--- src/rtl/psl_pkg.sv ---
// Shared types for the pixel line serializer.
// Assumes nothing beyond a standard SystemVerilog package scope.
package psl_pkg;

    typedef enum logic {
        LINE_IDLE = 1'b0,
        LINE_RUN  = 1'b1
    } line_state_t;

endpackage

--- src/rtl/psl_cfg_latch.sv ---
// Captures the pixels-per-line count on the first valid offer after reset.
// Later offers are ignored until the next reset.
// Assumes: cfg_valid is synchronous to clk.
module psl_cfg_latch #(
    parameter int CNT_W = 16
) (
    input  logic             clk,
    input  logic             rst_n,
    input  logic             cfg_valid,
    input  logic [CNT_W-1:0] cfg_count,
    output logic             cfg_ok,
    output logic [CNT_W-1:0] count_q
);

    // One-shot capture of the line length.
    always_ff @(posedge clk) begin
        if (!rst_n) begin
            cfg_ok  <= 1'b0;
            count_q <= '0;
        end else if (cfg_valid && !cfg_ok) begin
            cfg_ok  <= 1'b1;
            count_q <= cfg_count;
        end
    end

endmodule

--- src/rtl/psl_pixel_timer.sv ---
// Sequences one line: accepts a start event while idle, then steps through
// `count` pixels of HOLD clocks each. Produces a pulse whenever a new pixel
// bit is due (take_bit) and a pulse on the final edge of the line (line_end).
// Assumes: HOLD >= 2; the count input is stable while a line runs.
module psl_pixel_timer
    import psl_pkg::*;
#(
    parameter int CNT_W = 16,
    parameter int HOLD  = 4,
    localparam int PH_W = $clog2(HOLD)
) (
    input  logic             clk,
    input  logic             rst_n,
    input  logic             line_start,
    input  logic             cfg_ok,
    input  logic [CNT_W-1:0] count,
    output logic             running,
    output logic [PH_W-1:0]  phase,
    output logic             take_bit,
    output logic             line_end
);

    line_state_t      st_q;
    logic [CNT_W-1:0] remain_q;
    logic             start_ok;
    logic             last_phase;

    // Decode line start, pixel boundaries and the final edge of the line.
    always_comb begin
        start_ok   = (st_q == LINE_IDLE) && line_start && cfg_ok && (count != '0);
        last_phase = (st_q == LINE_RUN) && (phase == PH_W'(HOLD - 1));
        take_bit   = start_ok || (last_phase && (remain_q != CNT_W'(1)));
        line_end   = last_phase && (remain_q == CNT_W'(1));
        running    = (st_q == LINE_RUN);
    end

    // Line state, hold phase and pixels left, including the current one.
    always_ff @(posedge clk) begin
        if (!rst_n) begin
            st_q     <= LINE_IDLE;
            phase    <= '0;
            remain_q <= '0;
        end else begin
            case (st_q)
                LINE_IDLE: begin
                    if (start_ok) begin
                        st_q     <= LINE_RUN;
                        phase    <= '0;
                        remain_q <= count;
                    end
                end
                default: begin
                    if (last_phase) begin
                        phase <= '0;
                        if (remain_q == CNT_W'(1)) begin
                            st_q <= LINE_IDLE;
                        end else begin
                            remain_q <= remain_q - CNT_W'(1);
                        end
                    end else begin
                        phase <= phase + PH_W'(1);
                    end
                end
            endcase
        end
    end

endmodule

--- src/rtl/psl_word_unpacker.sv ---
// Holds the current pixel word and hands out its bits MSB first, one per
// take_bit pulse. Requests a new word from the stream only when take_bit
// is high and no unused bit remains. Reports bit_ok = 0 when starved.
// Assumes: take_bit is a single-cycle pulse per pixel.
module psl_word_unpacker #(
    parameter int WORD_W = 32,
    localparam int LEFT_W = $clog2(WORD_W + 1)
) (
    input  logic              clk,
    input  logic              rst_n,
    input  logic              take_bit,
    input  logic              s_valid,
    input  logic [WORD_W-1:0] s_data,
    output logic              s_ready,
    output logic              bit_val,
    output logic              bit_ok,
    output logic [LEFT_W-1:0] bits_left
);

    logic [WORD_W-1:0] shreg_q;
    logic              have_bit;

    // Choose the next bit from the held word, or from the stream word on offer.
    always_comb begin
        have_bit = (bits_left != '0);
        s_ready  = take_bit && !have_bit;
        bit_ok   = have_bit || s_valid;
        bit_val  = have_bit ? shreg_q[WORD_W-1] : s_data[WORD_W-1];
    end

    // Shift the held word, or load a fresh one, as each bit is taken.
    always_ff @(posedge clk) begin
        if (!rst_n) begin
            shreg_q   <= '0;
            bits_left <= '0;
        end else if (take_bit) begin
            if (have_bit) begin
                shreg_q   <= shreg_q << 1;
                bits_left <= bits_left - LEFT_W'(1);
            end else if (s_valid) begin
                shreg_q   <= s_data << 1;
                bits_left <= LEFT_W'(WORD_W - 1);
            end
        end
    end

endmodule

--- src/rtl/pix_line_serializer.sv ---
// Top level: a triggered, count-bounded serializer of one-bit pixels.
// Ties together the configuration latch, the pixel timer and the word
// unpacker, and registers the serial output and the sticky underflow flag.
// Assumes: line_start and all stream inputs are synchronous to clk.
module pix_line_serializer #(
    parameter int WORD_W = 32,
    parameter int CNT_W  = 16,
    parameter int HOLD   = 4,
    localparam int PH_W   = $clog2(HOLD),
    localparam int LEFT_W = $clog2(WORD_W + 1)
) (
    input  logic              clk,
    input  logic              rst_n,
    input  logic              cfg_valid,
    input  logic [CNT_W-1:0]  cfg_count,
    input  logic              line_start,
    input  logic              s_valid,
    input  logic [WORD_W-1:0] s_data,
    output logic              s_ready,
    output logic              pix_out,
    output logic              underflow
);

    logic              cfg_ok;
    logic [CNT_W-1:0]  count_q;
    logic              running;
    logic [PH_W-1:0]   phase;
    logic              take_bit;
    logic              line_end;
    logic              bit_val;
    logic              bit_ok;
    logic [LEFT_W-1:0] bits_left;

    psl_cfg_latch #(.CNT_W(CNT_W)) u_cfg (
        .clk       (clk),
        .rst_n     (rst_n),
        .cfg_valid (cfg_valid),
        .cfg_count (cfg_count),
        .cfg_ok    (cfg_ok),
        .count_q   (count_q)
    );

    psl_pixel_timer #(.CNT_W(CNT_W), .HOLD(HOLD)) u_timer (
        .clk        (clk),
        .rst_n      (rst_n),
        .line_start (line_start),
        .cfg_ok     (cfg_ok),
        .count      (count_q),
        .running    (running),
        .phase      (phase),
        .take_bit   (take_bit),
        .line_end   (line_end)
    );

    psl_word_unpacker #(.WORD_W(WORD_W)) u_unpack (
        .clk       (clk),
        .rst_n     (rst_n),
        .take_bit  (take_bit),
        .s_valid   (s_valid),
        .s_data    (s_data),
        .s_ready   (s_ready),
        .bit_val   (bit_val),
        .bit_ok    (bit_ok),
        .bits_left (bits_left)
    );

    // Serial output register: new bit at each pixel boundary, low after the line.
    always_ff @(posedge clk) begin
        if (!rst_n) begin
            pix_out <= 1'b0;
        end else if (take_bit) begin
            pix_out <= bit_ok & bit_val;
        end else if (line_end) begin
            pix_out <= 1'b0;
        end
    end

    // Sticky starvation flag.
    always_ff @(posedge clk) begin
        if (!rst_n) begin
            underflow <= 1'b0;
        end else if (take_bit && !bit_ok) begin
            underflow <= 1'b1;
        end
    end

endmodule

--- config.mk ---
export PLATFORM = sky130hd
export DESIGN_NAME = pix_line_serializer
export DESIGN_NICKNAME = d
export VERILOG_FILES = /design/src/rtl/psl_pkg.sv /design/src/rtl/psl_cfg_latch.sv /design/src/rtl/psl_pixel_timer.sv /design/src/rtl/psl_word_unpacker.sv /design/src/rtl/pix_line_serializer.sv
export SDC_FILE = /design/constraint.sdc
export NUM_CORES = 1
export LEC_CHECK = 0
export BUFFER_PORTS_ARGS = -buffer_cell sky130_fd_sc_hd__buf_4
export CELL_PAD_IN_SITES_DETAIL_PLACEMENT = 1
export CELL_PAD_IN_SITES_GLOBAL_PLACEMENT = 1
export CORE_UTILIZATION = 47
export CTS_BUF_LIST = sky130_fd_sc_hd__clkbuf_4 sky130_fd_sc_hd__clkbuf_8 sky130_fd_sc_hd__clkbuf_16
export CTS_CLUSTER_SIZE = 28
export DETAILED_ROUTE_END_ITERATION = 10
export MAX_ROUTING_LAYER = met4
export PLACE_DENSITY = 0.86
export SLEW_MARGIN = 10
export SYNTH_ARGS = -nofsm -noshare
export SYNTH_HDL_FRONTEND = slang
export SYNTH_HIERARCHICAL = 1
export SYNTH_SLANG_ARGS = --single-unit
export TNS_END_PERCENT = 10
--- constraint.sdc ---
create_clock -name clk -period 5.7 [get_ports clk]
set_input_delay 0.285 -clock clk [delete_from_list [all_inputs] [get_ports clk]]
set_output_delay 0.285 -clock clk [all_outputs]
set_load 0.01 [all_outputs]
==> results.txt, run 1 <==
- Crit Path Category: reg -> out
- Ratio of total power to cell area: 274 mW/mm2
* Status: finished with violations
- Async set-reset flop share out of synthesis: 0%
- At the pin with the least slew margin, the transition time is between 1 and 1.5 ns.
- Rel. slew slack: 22.1%
- Top flip-flop cell by instance count after synthesis: sky130_fd_sc_hd__dfxtp_1
* Area of the mapped netlist: 0.00430 mm2
* Worst supply voltage drop on vdd: 126 uV
- Gate family responsible for the most delay along the worst path: buffers and inverters
- Initial antenna violation count: 0
* Floorplan die height: just under 100 um
- End point of the worst hold path: u_cfg/cfg_ok$_SDFFE_PN0P_
- The clock tree synthesis step divided the H-tree into 3 levels.
- The critical path runs through a total of 8 cells.
* Period utilization: 64.9%
* Starting density of the core: around 50%
* Avg WL per Cell: 17.6 um
* Reg2Reg Depth: 10
* Cell chosen for the clock root: sky130_fd_sc_hd__clkbuf_8
- Post-cts repair resize count: 0
* Pin count of the biggest net entering global routing: 92
- Net count of the mapped netlist: 549
* Count of buffering cells on the critical path with inverters included: 3
- STA classifies the critical path startpoint as a flop.
- Sequential elements use 35.0% of the synthesized area.
- STA classifies the critical path endpoint as an output pin.
- Global placer's final weighted congestion: 0.786
- Global routing used approximately 25% of the available tracks across all layers.
- Setup violations remaining at the end of the flow were counted as 0.
- The repair_antennas step left the layout with diodes totalling 0.
- The first global-routing pass estimated 18500 um of wire.
- Final-report max-slew violation count: 0
- The region available for standard cell placement spans 0.00881 mm2.
* Arrival time of the worst setup path: 3.41 ns
- Worst endpoint required time: 5.41 ns
- Counting flops and latches in the post-synthesis netlist gives between 70 and 80.
- Final total power: 1.32 mW
* Leak pwr: ~1.8 nW
* Row cnt: 34
- TritonCTS clock tree: done
* Violations in the final reports: DRC
- Final hold viol count: 0
- Summed over all layers, the global routing overflow is 0.
- Cell Chain, Critical Path: inv_1, ha_1, nor4b_1, nand4_1, a22oi_4, inv_2, and2_1, buf_4
- Relative to the synthesized area, the layout overhead comes to 12.5%.
- The clock passes through at most 2 buffers.
- Number of violations reported at the end of detailed-routing iteration 0: 239
* Antenna Nets Post-Route: 0
- Post-Place Worst Slack: 2.18 ns
* Skew-Pair Late Insertion Delay: roughly 0.35 ns
- Final total negative setup slack: 0 ns
* Worst reg-to-reg setup slack: between 2 and 2.5 ns
* Unrepaired setup endpoints after global routing: no
- The worst register-to-register path ends at u_unpack/shreg_q[26]$_SDFFE_PN0P_.
- The floorplan step defined a die boundary enclosing ~0.0095 mm2.
* Vias per std cell: 5.93
* Detailed Route WL: 11100 um
- Of all nets on the critical path, the largest fanout is between 60 and 70.
- Final HPWL DP: around 7200 um
- Number of max-cap violations: 0
- Fraction of layout instances using a drive strength above 1: ~28%
- The die is ~98 um wide.
- Clock slew at reported path FFs: 0.08 ns
* Placed cell area: about 0.0046 mm2
* Initial DRT Pass Iterations: 7
- Yosys printed 6 warnings.
- Startpoint of the worst hold path: cfg_valid
- In this run, CTS created clock tree buffers numbering 9.
* IO Pins: 56
- Static timing analysis puts the maximum clock frequency at 0.270 GHz.
- With fillers left out, the area of the finished cells amounts to between 0.004 and 0.005 mm2.
* Standard cell with the maximum stage delay on the critical path: sky130_fd_sc_hd__a22oi_4
* PnR worst setup slack: 2.00 ns
- Sink Count: 75
- Class of the worst hold path: in -> reg
- Number of nets at the end of the flow: ~580
- For the final database, setup skew stands at 0.0124 ns.
- A synthesized cell averages 8.75 um2.
- Across all layers, the routed design uses between 3000 and 4000 vias.
* Max incr delay on CP: 0.79 ns
- RR Startpoint: u_timer/remain_q[1]$_SDFFE_PN0P_
* Post-synthesis instance total: 491
- Instance count along the most critical hold path: 2
- For the finished layout, the period the worst path requires is 3.70 ns.
* Count of different cell masters after synthesis: 62
- Number of flops mapped to enable cells by yosys: 0
- Vias in the first global route: 3719
* Post-CTS setup buffer count: 0
- After detailed routing, the number of remaining DRC violations is 2.
- # hold bufs at CTS: 0
- In this run the tool buffered the top-level ports with 55 buffer cells.
==> per-layer routing <==
metal / global-route usage [%] / routed length, um / up-vias
li1: - / - / 1837
met1: 31.2 / 5090 / 1831
met2: 40.8 / 5610 / 61
met3: 4.10 / 327 / 10
met4: 5.94 / 93 / 0
met5: - / 0 / -
==> cell usage after synthesis, drive strengths merged, types with 2 or more instances <==
cell type  number  share of area [%]
a211oi         31                8.9
a21oi          16                2.0
a22oi           2               0.67
a31oi           4               0.58
a41o            2               0.47
and2            2               0.29
buf            23                3.9
clkbuf         18                1.6
dfxtp          75                 35
ha              5                1.5
inv             8               0.70
mux2i          26                6.1
nand2          56                4.9
nand3           5               0.58
nand3b         29                5.1
nand4           2               0.29
nor2           48                6.2
nor2b          13                2.1
nor3            7               0.93
nor4           10                1.6
o21a            5               0.90
o21ai          62                7.5
o221a           3               0.79
o22ai           2               0.29
o31ai           2               0.35
o32ai          11                2.2
or3             7                1.2
or3b            2               0.41
or4             2               0.44
==> flip-flops by register name, summed over array words and instances, names as in the netlist <==
name and count:
u_cfg/cfg_ok 1, u_timer/remain_q 16, u_timer/running 1, u_timer/phase 2, underflow 1, u_cfg/count_q 16
pix_out 1, u_unpack/shreg_q 31, u_unpack/bits_left 6
==> power by group <==
part	total (mW)	internal, mW	switching, mW	leakage [nW]
logic	0.303	0.119	0.183	1.11
clock network	0.432	0.231	0.201	0.110
registers	0.589	0.556	0.0328	0.611
total	1.32	0.906	0.417	1.83
==> cell usage in the layout, fill, tap and decap left out, types with 2 or more instances in the layout <==
| cell type | instances |
|---|---|
| sky130_fd_sc_hd__a211oi_2 | 30 |
| sky130_fd_sc_hd__a21oi_1 | 15 |
| sky130_fd_sc_hd__a31oi_1 | 4 |
| sky130_fd_sc_hd__a41o_1 | 2 |
| sky130_fd_sc_hd__and2_1 | 2 |
| sky130_fd_sc_hd__buf_4 | 57 |
| sky130_fd_sc_hd__clkbuf_8 | 11 |
| sky130_fd_sc_hd__clkinv_2 | 2 |
| sky130_fd_sc_hd__dfxtp_1 | 75 |
| sky130_fd_sc_hd__ha_1 | 5 |
| sky130_fd_sc_hd__inv_1 | 7 |
| sky130_fd_sc_hd__mux2i_1 | 26 |
| sky130_fd_sc_hd__nand2_1 | 56 |
| sky130_fd_sc_hd__nand3_1 | 5 |
| sky130_fd_sc_hd__nand3b_1 | 29 |
| sky130_fd_sc_hd__nand4_1 | 2 |
| sky130_fd_sc_hd__nor2_1 | 17 |
| sky130_fd_sc_hd__nor2_2 | 29 |
| sky130_fd_sc_hd__nor2_4 | 2 |
| sky130_fd_sc_hd__nor2b_1 | 12 |
| sky130_fd_sc_hd__nor3_1 | 6 |
| sky130_fd_sc_hd__nor4_1 | 9 |
| sky130_fd_sc_hd__o21a_1 | 4 |
| sky130_fd_sc_hd__o21ai_0 | 60 |
| sky130_fd_sc_hd__o221a_1 | 2 |
| sky130_fd_sc_hd__o22ai_1 | 2 |
| sky130_fd_sc_hd__o31ai_1 | 2 |
| sky130_fd_sc_hd__o32ai_1 | 11 |
| sky130_fd_sc_hd__or3_1 | 5 |
| sky130_fd_sc_hd__or3b_1 | 2 |
==> worst max-delay path by stage <==
stage / from / to / slack (ns)
5_1_grt: u_timer/remain_q[1]$_SDFFE_PN0P_ / u_unpack/shreg_q[26]$_SDFFE_PN0P_ / 1.74
6_report: u_timer/remain_q[1]$_SDFFE_PN0P_ / s_ready / 2.00
3_3_place_gp: u_timer/remain_q[1]$_SDFFE_PN0P_ / u_unpack/shreg_q[26]$_SDFFE_PN0P_ / 2.37
2_1_floorplan: u_timer/remain_q[1]$_SDFFE_PN0P_ / u_unpack/shreg_q[17]$_SDFFE_PN0P_ / 3.41
3_5_place_dp: u_timer/remain_q[1]$_SDFFE_PN0P_ / u_unpack/shreg_q[26]$_SDFFE_PN0P_ / 2.18
4_1_cts: u_timer/remain_q[1]$_SDFFE_PN0P_ / s_ready / 2.01
==> logic make-up (layout without fill, tap and decap cells) <==
family	Yosys count	in the layout	share of synthesized area, %
multiplexers	27	27	6.32
buffers and inverters	50	82	6.23
AND/OR/NAND/NOR	188	188	25.1
flip-flops	75	75	35.0
adder cells (fa/ha/maj)	5	5	1.46
AO/OA/AOI/OAI	146	146	25.9
==> per-stage QoR <==
step	utilization (%)	hold WS [ns]	instances
6_report	54.9	0.150	631
3_5_place_dp	52.5	0.458	615
4_1_cts	54.9	0.146	631
3_3_place_gp	52.5	0.459	615
2_1_floorplan	-	0.395	491
5_1_grt	54.9	0.135	631
==> area by class of cell <==
type	instances	area (um2)
clock inverter	4	48.8
inverter	9	33.8
multi-input combinational	366	2530
timing repair buffer	57	428
fill	1044	3970
tap	108	135
sequential	75	1500
clock buffer	12	159
Power figures use the tool's default switching activity.
==> run 2, diff against run 1 <==
ABC_AREA = 1   (was unset)
CORE_UTILIZATION = 36   (was 47)
PLACE_DENSITY = 0.76   (was 0.86)
clock period = 3.1 ns   (was 5.7 ns; I/O delays follow)
==> run 2 against run 1 <==
Worst hold slack worse by 0.021 ns; first-iteration DRC count down 21%; worst setup slack worse by 1.4 ns; routed wire length up 2.6%; the run now ends clean; sequential share of layout area down 0.77 points.
==> results.txt, run 2 <==
- Pin count of the biggest net entering global routing: 40
- Part of the power in the clock network: between 40% and 50%
- The first global-routing pass estimated between 15000 and 20000 um of wire.
- For the pin with the worst max-slew slack, the measured transition is slightly below 1 ns.
* Internal power: 2.03 mW
- Routability-driven placement finished with a final weighted congestion of roughly 0.83.
* Unrepaired setup endpoints after global routing: no
* Net Sw Frac: 29.6%
- Avg WL per Cell: 13.4 um
- The floorplan step set the die width to roughly 110 um.
- Inst Count DP: between 800 and 900
- Status: completed
- The die covers 0.0120 mm2.
- Largest fanout of any net on the critical path: 26
* FMAX: 0.396 GHz
- Data on the critical path is required at its endpoint by 3.34 ns.
- Once the clock tree was built, the resizer swapped 0 gates to a different size.
- Floorplan Core Area: 0.0111 mm2
- The clock tree synthesis step divided the H-tree into 3 levels.
* Worst reg-to-reg setup slack: 0.58 ns
- Final HPWL DP: 7970 um
* Largest registers: u_unpack/shreg_q (31), u_cfg/count_q (16), u_timer/remain_q (16)
- Before antenna repair, the detailed router went through 4 iterations.
- Synthesis instantiated 31 different standard cells from the library.
* Reg power frac: 37.5%
- The repair_antennas step left the layout with diodes totalling 0.
* Worst supply voltage drop on vdd: 305 uV
- P&R area growth vs syn: 18.5%
* Residual DRC: 0
- Class of the worst hold path: in -> reg
- Area of the mapped netlist: 0.00418 mm2
- Period utilization: 81.4%
- Part of the total power dissipated in combinational logic: 21.2%
- Remaining global-route overflow: 0
* Top reg by flops: u_unpack/shreg_q
- For this configuration, the core starts out at a cell density of 37.7%.
- Commonest cells after routing, fill and taps aside: sky130_fd_sc_hd__nand2_1, sky130_fd_sc_hd__nor2_1, sky130_fd_sc_hd__inv_1, sky130_fd_sc_hd__dfxtp_1, sky130_fd_sc_hd__buf_4
- The worst setup path is of the reg -> reg kind.
- The tool flagged a number of max-cap violations equal to 0.
- Yosys printed 6 warnings.
* Max FFs per register: 31
- The synthesized design contains 0 enable-type register cells.
- After synthesis, the mean cell area works out to 6.31 um2.
- Top flip-flop cell by instance count after synthesis: sky130_fd_sc_hd__dfxtp_1
* Async set-reset flop share out of synthesis: 0%
- Antenna Nets Post-Route: 0
- STA classifies the critical path endpoint as a flop.
* TritonCTS clock tree: done
- Clock slew at reported path FFs: 0.06 ns
- Final-report max-slew violation count: 0
- Final critical-path required period: 2.52 ns
- Vias per std cell: 4.85
- Counting flops and latches in the post-synthesis netlist gives 75.
* Post-CTS setup buffer count: 0
- Net count of the mapped netlist: 720
* Number of violations reported at the end of detailed-routing iteration 0: 190
* Yosys top cell by area: sky130_fd_sc_hd__dfxtp_1
* Post-synthesis instance total: roughly 660
- Cells with a size suffix above 1 make up 15.2% of the layout.
- Vias in the first global route: between 4000 and 5000
* Final total power: 2.88 mW
* Filler Cell Count: 1490
- The total count of hold-check failures in the final report came to 0.
* RR Startpoint: u_timer/running$_SDFF_PN0_
- In the post-synthesis netlist, the cell with the most instances is sky130_fd_sc_hd__nand2_1.
- Leaving out fill and tap cells, the most frequent cell in the layout is sky130_fd_sc_hd__nand2_1.
- Global-route usage over all layers: 20.9%
- The clock net in this run drives a total of 75 sinks.
- Initial antenna violation count: 0
- Number of buffers between clock root and the deepest sink: 2
- The die is 110 um tall.
* Detailed Route WL: roughly 11000 um
* Final total negative setup slack: 0 ns
* Number of buffers created by CTS: 9
- Measured in cells, the most critical reg-to-reg path has a length of 9.
- The endpoint identified for the worst register-to-register timing path is u_unpack/shreg_q[12]$_SDFFE_PN0P_.
* Post-synth top cells: sky130_fd_sc_hd__nand2_1, sky130_fd_sc_hd__nor2_1, sky130_fd_sc_hd__inv_1, sky130_fd_sc_hd__dfxtp_1, sky130_fd_sc_hd__a21oi_1
- The clock arrives with 0.00769 ns of skew.
- PortBufs: 55
* Total number of vias: 4117
- Arrival time of the worst setup path: 2.76 ns
* Ratio of total power to cell area: 581 mW/mm2
* Capture point of the critical path: u_unpack/shreg_q[12]$_SDFFE_PN0P_
* Skew-Pair Late Insertion Delay: 0.33 ns
- Measured against its own limit, the worst slew margin works out to 34.3%.
- The worst hold path passes through 3 cells.
- Once layout is complete, the cells apart from fillers number roughly 850.
- P_sw: 0.853 mW
* # hold bufs at CTS: 0
- Dominant cells by area after synthesis: sky130_fd_sc_hd__dfxtp_1, sky130_fd_sc_hd__nand2_1, sky130_fd_sc_hd__nor2_1, sky130_fd_sc_hd__inv_1, sky130_fd_sc_hd__a21oi_1
* Critical path launch point type: flop
- After floorplanning, the core was divided into 38 placement rows.
* Sequential element share of the synthesized area: between 30% and 40%
* Cell chosen for the clock root: sky130_fd_sc_hd__clkbuf_16
- In this run the worst setup path begins at u_timer/running$_SDFF_PN0_.
* Share of Yosys cell area claimed by the top area cell type: 35.9%
- Final setup vio count: 0
* Leak pwr: 2.33 nW
- 56 I/O pins were placed.
* Number of nets at the end of the flow: between 700 and 800
==> run 2: worst min-delay path by stage <==
stage / start / end / slack (ns)
floorplan: rst_n / u_unpack/bits_left[1]$_SDFFE_PN0P_ / 0.28
global placement: underflow$_SDFFE_PN0P_ / underflow$_SDFFE_PN0P_ / 0.45
detailed placement: u_unpack/shreg_q[27]$_SDFFE_PN0P_ / u_unpack/shreg_q[27]$_SDFFE_PN0P_ / 0.46
CTS: s_data[0] / u_unpack/shreg_q[1]$_SDFFE_PN0P_ / 0.12
global route: s_data[0] / u_unpack/shreg_q[1]$_SDFFE_PN0P_ / 0.13
finish: s_data[0] / u_unpack/shreg_q[1]$_SDFFE_PN0P_ / 0.13
==> run 2: layout make-up <==
class	count	area (um2)	area share, %
Inverter	80	300	6.06
Tap cell	140	175	3.54
Clock inverter	3	68.8	1.39
Timing Repair Buffer	59	443	8.94
Multi-Input combinational cell	479	2190	44.2
Clock buffer	13	274	5.53
Sequential cell	75	1500	30.3
==> run 2: power by group through the flow <==
stage               logic (mW)  registers, mW  clock network (mW)
CTS                      0.615           1.08                1.22
floorplan                0.466           1.08                   0
global route             0.691           1.09                1.27
finish                   0.611           1.08                1.19
detailed placement       0.607           1.10                   0
global placement         0.588           1.10                   0
==> run 2: critical path, cell delays in order, from the launching register on <==
cell and delay (ns):
sky130_fd_sc_hd__dfxtp_1 0.70, sky130_fd_sc_hd__nand2_1 0.17, sky130_fd_sc_hd__inv_1 0.13, sky130_fd_sc_hd__nand2_4 0.08, sky130_fd_sc_hd__nand2_4 0.31, sky130_fd_sc_hd__inv_1 0.15, sky130_fd_sc_hd__nor2_4 0.26, sky130_fd_sc_hd__buf_4 0.34
sky130_fd_sc_hd__nand2_1 0.11, sky130_fd_sc_hd__a21oi_1 0.17
==> run 2: kinds of logic (layout without fill, tap and decap cells) <==
family / after synthesis / after routing / synth area share (%)
AO/OA/AOI/OAI: 98 / 98 / 12.8
XOR/XNOR: 2 / 2 / 0.419
adder cells (fa/ha/maj): 5 / 5 / 1.50
buffers and inverters: 108 / 155 / 11.6
flip-flops: 75 / 75 / 35.9
multiplexers: 1 / 1 / 0.269
AND/OR/NAND/NOR: 373 / 373 / 37.5
==> run 2: through the flow <==
stage	worst slack (ns)	hold WS (ns)	utilization (%)	instance area [um2]
4_1_cts	0.582	0.120	44.7	4950
6_report	0.577	0.130	44.7	4950
2_1_floorplan	1.37	0.278	-	4180
3_5_place_dp	0.608	0.459	41.6	4610
5_1_grt	0.346	0.129	44.7	4950
3_3_place_gp	0.795	0.451	41.6	4610
==> run 2: layer usage <==
layer	wire length [um]	global-route usage, %
met4	70	4.86
met5	0	-
met2	5260	33.4
met3	320	3.68
met1	5760	27.5
